### src/rtl/gate_list_sched.sv
module gate_list_sched #(
  parameter int GATES   = 8,
  parameter int CNT_W   = 14,
  parameter int IDX_W   = 6,
  parameter int CNT_LSB = 8,
  parameter int DATA_W  = 32
) (
  input  logic              clk,
  input  logic              rst_n,
  input  logic              wr_en,
  input  logic              wr_sel,
  input  logic [IDX_W:0]    wr_addr,
  input  logic [DATA_W-1:0] wr_data,
  input  logic              cyc_start,
  input  logic              tx_tick,
  output logic [GATES-1:0]  gate_open,
  output logic              act_half,
  output logic              cnt_err,
  output logic              addr_err
);
  localparam int HALF   = 1 << IDX_W;
  localparam int DEPTH  = 2 * HALF;
  localparam int WORD_W = CNT_LSB + CNT_W;
  localparam logic [IDX_W-1:0] LAST = IDX_W'(HALF - 1);

  typedef enum logic [1:0] {S_IDLE, S_RUN, S_HOLD} st_t;

  logic [WORD_W-1:0] ram [DEPTH];
  logic              en_g, en_p, sel, one_half;
  st_t               st;
  logic [IDX_W-1:0]  idx;
  logic [CNT_W-1:0]  rem;
  logic [GATES-1:0]  mask;

  wire run     = en_g & en_p;
  wire ctl_wr  = wr_en & ~wr_sel;
  wire clr     = ctl_wr & wr_data[4];
  wire new_half = one_half ? act_half : sel;

  wire [IDX_W-1:0]  idx_nxt  = idx + IDX_W'(1);
  wire [WORD_W-1:0] head     = ram[{new_half, {IDX_W{1'b0}}}];
  wire [WORD_W-1:0] nxt      = ram[{act_half, idx_nxt}];
  wire [CNT_W-1:0]  head_cnt = head[CNT_LSB +: CNT_W];
  wire [CNT_W-1:0]  nxt_cnt  = nxt[CNT_LSB +: CNT_W];

  assign gate_open = (st == S_IDLE) ? {GATES{1'b1}} : mask;

  always_ff @(posedge clk)
    if (wr_en && wr_sel) ram[wr_addr] <= wr_data[WORD_W-1:0];

  always_ff @(posedge clk or negedge rst_n)
    if (!rst_n) begin
      en_g <= 1'b0; en_p <= 1'b0; sel <= 1'b0; one_half <= 1'b0;
    end else if (ctl_wr) begin
      en_g <= wr_data[0]; en_p <= wr_data[1];
      sel  <= wr_data[2]; one_half <= wr_data[3];
    end

  always_ff @(posedge clk or negedge rst_n)
    if (!rst_n) begin
      st <= S_IDLE; idx <= '0; rem <= '0; mask <= '0;
      act_half <= 1'b0; cnt_err <= 1'b0; addr_err <= 1'b0;
    end else begin
      if (clr) begin
        cnt_err  <= 1'b0;
        addr_err <= 1'b0;
      end
      if (!run) begin
        st  <= S_IDLE;
        idx <= '0;
        rem <= '0;
      end else if (cyc_start) begin
        if (st == S_RUN) cnt_err <= 1'b1;
        act_half <= new_half;
        idx      <= '0;
        mask     <= head[GATES-1:0];
        rem      <= head_cnt;
        st       <= (head_cnt == '0) ? S_HOLD : S_RUN;
      end else if (tx_tick && st == S_RUN) begin
        if (rem != CNT_W'(1)) begin
          rem <= rem - CNT_W'(1);
        end else if (idx == LAST) begin
          addr_err <= 1'b1;
          rem      <= '0;
          st       <= S_HOLD;
        end else begin
          idx  <= idx_nxt;
          mask <= nxt[GATES-1:0];
          rem  <= nxt_cnt;
          st   <= (nxt_cnt == '0) ? S_HOLD : S_RUN;
        end
      end
    end
endmodule

### config.mk
export PLATFORM = sky130hd
export DESIGN_NAME = gate_list_sched
export DESIGN_NICKNAME = d
export VERILOG_FILES = /design/src/rtl/gate_list_sched.sv
export SDC_FILE = /design/constraint.sdc
export NUM_CORES = 2
export LEC_CHECK = 0
export BUFFER_PORTS_ARGS = -buffer_cell sky130_fd_sc_hd__buf_2
export CAP_MARGIN = 20
export CELL_PAD_IN_SITES_DETAIL_PLACEMENT = 1
export CELL_PAD_IN_SITES_GLOBAL_PLACEMENT = 2
export CORE_MARGIN = 4
export CORE_UTILIZATION = 34
export CTS_CLUSTER_DIAMETER = 100
export CTS_CLUSTER_SIZE = 25
export DETAILED_ROUTE_END_ITERATION = 8
export HOLD_SLACK_MARGIN = 0.08
export PLACE_DENSITY = 0.64
export SYNTH_ARGS = -nofsm -noshare
export SYNTH_HDL_FRONTEND = slang
export SYNTH_SLANG_ARGS = --single-unit
### constraint.sdc
create_clock -name clk -period 5 [get_ports clk]
set_input_delay 1 -clock clk [delete_from_list [all_inputs] [get_ports clk]]
set_output_delay 1 -clock clk [all_outputs]
set_load 0.005 [all_outputs]
==> results.sh <==
export IMPL_power_density_nw_per_um2=332
export IMPL_grt_pass1_wl_mm=447
export IMPL_slew_violations=0
export IMPL_status="finished, final reports clean"
export IMPL_fin_area_sq_um=123000
export IMPL_die_area_sq_um=336000
export IMPL_whs_ps=257
export IMPL_crit_path_max_incr_delay_ps=630
export IMPL_wl_mm=316
export IMPL_utilization_pct=37.8
export IMPL_hp_class="in2async"
export IMPL_synth_compound_area_share_pct=1.53
export IMPL_rsz0062_at_grt="no"
export IMPL_p_clk_share_pct=31.6
export IMPL_gp_congestion=0.826
export IMPL_p_sw_mw=8.61
export IMPL_mostFrequentLayoutCell="edfxtp_1"
export IMPL_synth_top_family_by_area="multiplexers"
export IMPL_htreeDepth=4
export IMPL_synth_seq_area_share_pct=77.0
export IMPL_synth_area_per_cell_sq_um=20.3
export IMPL_wl_per_cell_um=31.3
export IMPL_power_total_mw=40.7
export IMPL_critical_path_arrival_ps=5360
export IMPL_clock_latency_ps=880
export IMPL_synth_adder_area_share_pct=0.0338
export IMPL_multiInputGateArea_sq_um=24400
export IMPL_rr_startpoint="idx[0]"
export IMPL_clk_pin_slew_worst_paths_ps=100
export IMPL_antenna_found_initial=27
export IMPL_synth_simple_area_share_pct=5.02
export IMPL_cts_post_setup_buffers_inserted=0
export IMPL_cts_hold_buf=0
export IMPL_slowest_stage="a311oi_1"
export IMPL_yosys_warnings=0
export IMPL_ff_latch_area_sq_um=85500
export IMPL_power_share_switching_pct=21.1
export IMPL_synthCells=5482
export IMPL_combPwrFrac_pct=3.5
export IMPL_max_vdd_ir_drop_mv=0.267
export IMPL_ys_seq_elements=2853
export IMPL_min_period_ps=4610
export IMPL_dr_pass1_iters=6
export IMPL_worstPathMaxFanout=55
export IMPL_vias=55100
export IMPL_hold_violations=0
export IMPL_ctsResizeCount=0
export IMPL_start_util_pct=34.2
export IMPL_worstPathRequired_ps=5750
export IMPL_maxCapViolCount=0
export IMPL_drc_errors=0
export IMPL_dpl_hpwl_mm=192
export IMPL_die_h_um=580
export IMPL_tightest_slew_ps=1300
export IMPL_setup_tns_ps=0
export IMPL_cts_max_path_buffers=4
export IMPL_ys_types=63
export IMPL_overflow=0
export IMPL_seq_power_share_pct=64.9
export IMPL_core_sq_um=325000
export IMPL_synth_top_flop_cell="edfxtp_1"
export IMPL_clock_skew_ps=75.1
export IMPL_drt_iter0_drc=6115
export IMPL_synthMuxAreaShare_pct=14.8
export IMPL_io_buffers=45
export IMPL_nFillCells=31300
export IMPL_synth_cell_area_sq_um=111000
export IMPL_worstSetupPathType="reg2reg"
export IMPL_p_leak_nw=36.3
export IMPL_cts_buffers=143
export IMPL_die_w_um=580
export IMPL_vias_per_cell=5.47
export IMPL_ant_nets=0
export IMPL_grt_max_degree=129
export IMPL_cp_cell_sequence="ha_4 > buf_12 > buf_12 > mux4_2 > nand2_1 > and3_1 > a311oi_1 > o21ai_0 > nand4_1 > nor4_1 > nand4_1 > nand2_1 > a221o_1"
export IMPL_grt_pass1_vias=57200
export IMPL_syn_nets=5530
export IMPL_grt_util_all_layers_pct=18.6
export IMPL_startpoint="idx[0]"
export IMPL_internal_power_mw=32.1
export IMPL_final_nets=5737
export IMPL_ios=56
export IMPL_cts_tree="built"
export IMPL_drive_above_1_share_pct=24.6
export IMPL_cts_sinks=2853
export IMPL_max_slew_margin_pct=12.9
export IMPL_worstSetupEndpointType="register"
export IMPL_setup_violations=0
export IMPL_fmax_mhz=217
export IMPL_rows=209
export IMPL_dpl_cell_area_sq_um=119000
export IMPL_cts_root_buf="clkbuf_16"
export IMPL_synth_edf_count=2816
export IMPL_async_reset_ff_share_pct=1.30
export IMPL_layout_common_cells="2816 x edfxtp_1, 704 x nand2_1, 701 x mux4_2, 296 x buf_4, 282 x nand3_1"
export IMPL_synth_xor_area_share_pct=0.203
export IMPL_areaGrowthSynthToFinish_pct=10.4
export IMPL_timing_final_crit_share_pct=92.3
export IMPL_cp_start_kind="register"
[cell type report]
type	instances	area share [%]
flip-flops and latches	2853	69.7
multi-input cells	2316	19.9
well taps	4325	4.41
clock buffers	172	3.07
repair buffers	370	2.68
clock inverters	15	0.140
diodes	18	0.0367
inverters	5	0.0153
[Yosys cell counts (all sizes together), types with 3 or more instances]
cell / n / area (sq um)
a211oi: 9 / 67.6
a21o: 5 / 37.5
a21oi: 34 / 174
a22o: 4 / 35.0
a311oi: 44 / 385
a31oi: 57 / 357
a32oi: 36 / 315
and2: 3 / 18.8
and3: 34 / 213
buf: 224 / 1290
clkbuf: 84 / 317
dfrtp: 37 / 926
edfxtp: 2816 / 84600
ha: 3 / 37.5
inv: 5 / 18.8
mux2: 13 / 146
mux2i: 48 / 480
mux4: 701 / 15800
nand2: 705 / 2650
nand2b: 8 / 50.1
nand3: 286 / 1440
nand4: 40 / 250
nor2: 166 / 626
nor2b: 10 / 62.6
nor3: 13 / 70.1
nor4: 12 / 75.1
o2111ai: 5 / 43.8
o21a: 4 / 30.0
o21ai: 15 / 75.1
o22a: 4 / 35.0
o22ai: 4 / 25.0
o31ai: 7 / 57.6
or2: 10 / 62.6
xnor2: 14 / 156
xor2: 7 / 68.8
[power by group through the flow]
stage | Combinational, mW | Clock [mW] | Sequential [mW]
after floorplan | 0.507 | 0 | 26.9
after global placement | 1.40 | 0 | 26.9
after detailed placement | 1.45 | 0 | 27.0
after CTS | 1.45 | 13.3 | 26.4
after global routing | 1.53 | 14.1 | 26.4
final | 1.43 | 12.9 | 26.4
[cells by family (layout without fill, tap and decap cells)]
family	after synthesis	count (layout)
buffers and inverters	313	562
muxes	762	762
AOI/OAI and AO/OA	235	235
adders and majority gates	3	3
xor gates and xnor gates	21	21
other	0	18
DFF	2853	2853
and+or+nand+nor	1295	1295
[critical path: cells and delay by family, from the launching register on]
kind / cells / cell delay (ps)
AOI/OAI and AO/OA: 3 / 1300
and+or+nand+nor: 6 / 900
adders and majority gates: 1 / 520
buffers and inverters: 2 / 770
muxes: 1 / 260
DFF: 1 / 620
[metrics by stage]
stage	instances	worst slack (ps)
3_3_place_gp	9867	384
4_1_cts	10100	372
3_5_place_dp	9868	383
6_report	10100	386
2_1_floorplan	5482	1500
5_1_grt	10100	147
[path summary, 6_finish.rpt]
| kind | endpoint | slack (ps) | cells past startpoint |
|---|---|---|---|
| worst min register to register | mask[3] | 510 | 1 |
| min in group clk | mask[3] | 510 | 1 |
| worst min-delay path | mask[7] | 260 | 1 |
| worst max-delay path | st[1] | 390 | 13 |
| worst max register to register | st[1] | 390 | 13 |
| max in group asynchronous | idx[0] | 3950 | 1 |
[registers in the layout, indices dropped and copies added, names as in the netlist]
name      flops
act_half      1
addr_err      1
cnt_err       1
en_g          1
en_p          1
idx           6
mask          8
one_half      1
ram        2816
rem          14
sel           1
st            2
[per-layer routing]
| layer | wire (um) | vias up | global-route usage, % |
|---|---|---|---|
| met4 | 7310 | 4 | 4.14 |
| met3 | 17800 | 315 | 2.41 |
| met1 | 137000 | 30500 | 26.5 |
| met2 | 153000 | 1652 | 30.5 |
| met5 | 22 | - | 0 |
| li1 | - | 22700 | - |
No activity file was read; power rests on OpenSTA's default activity.
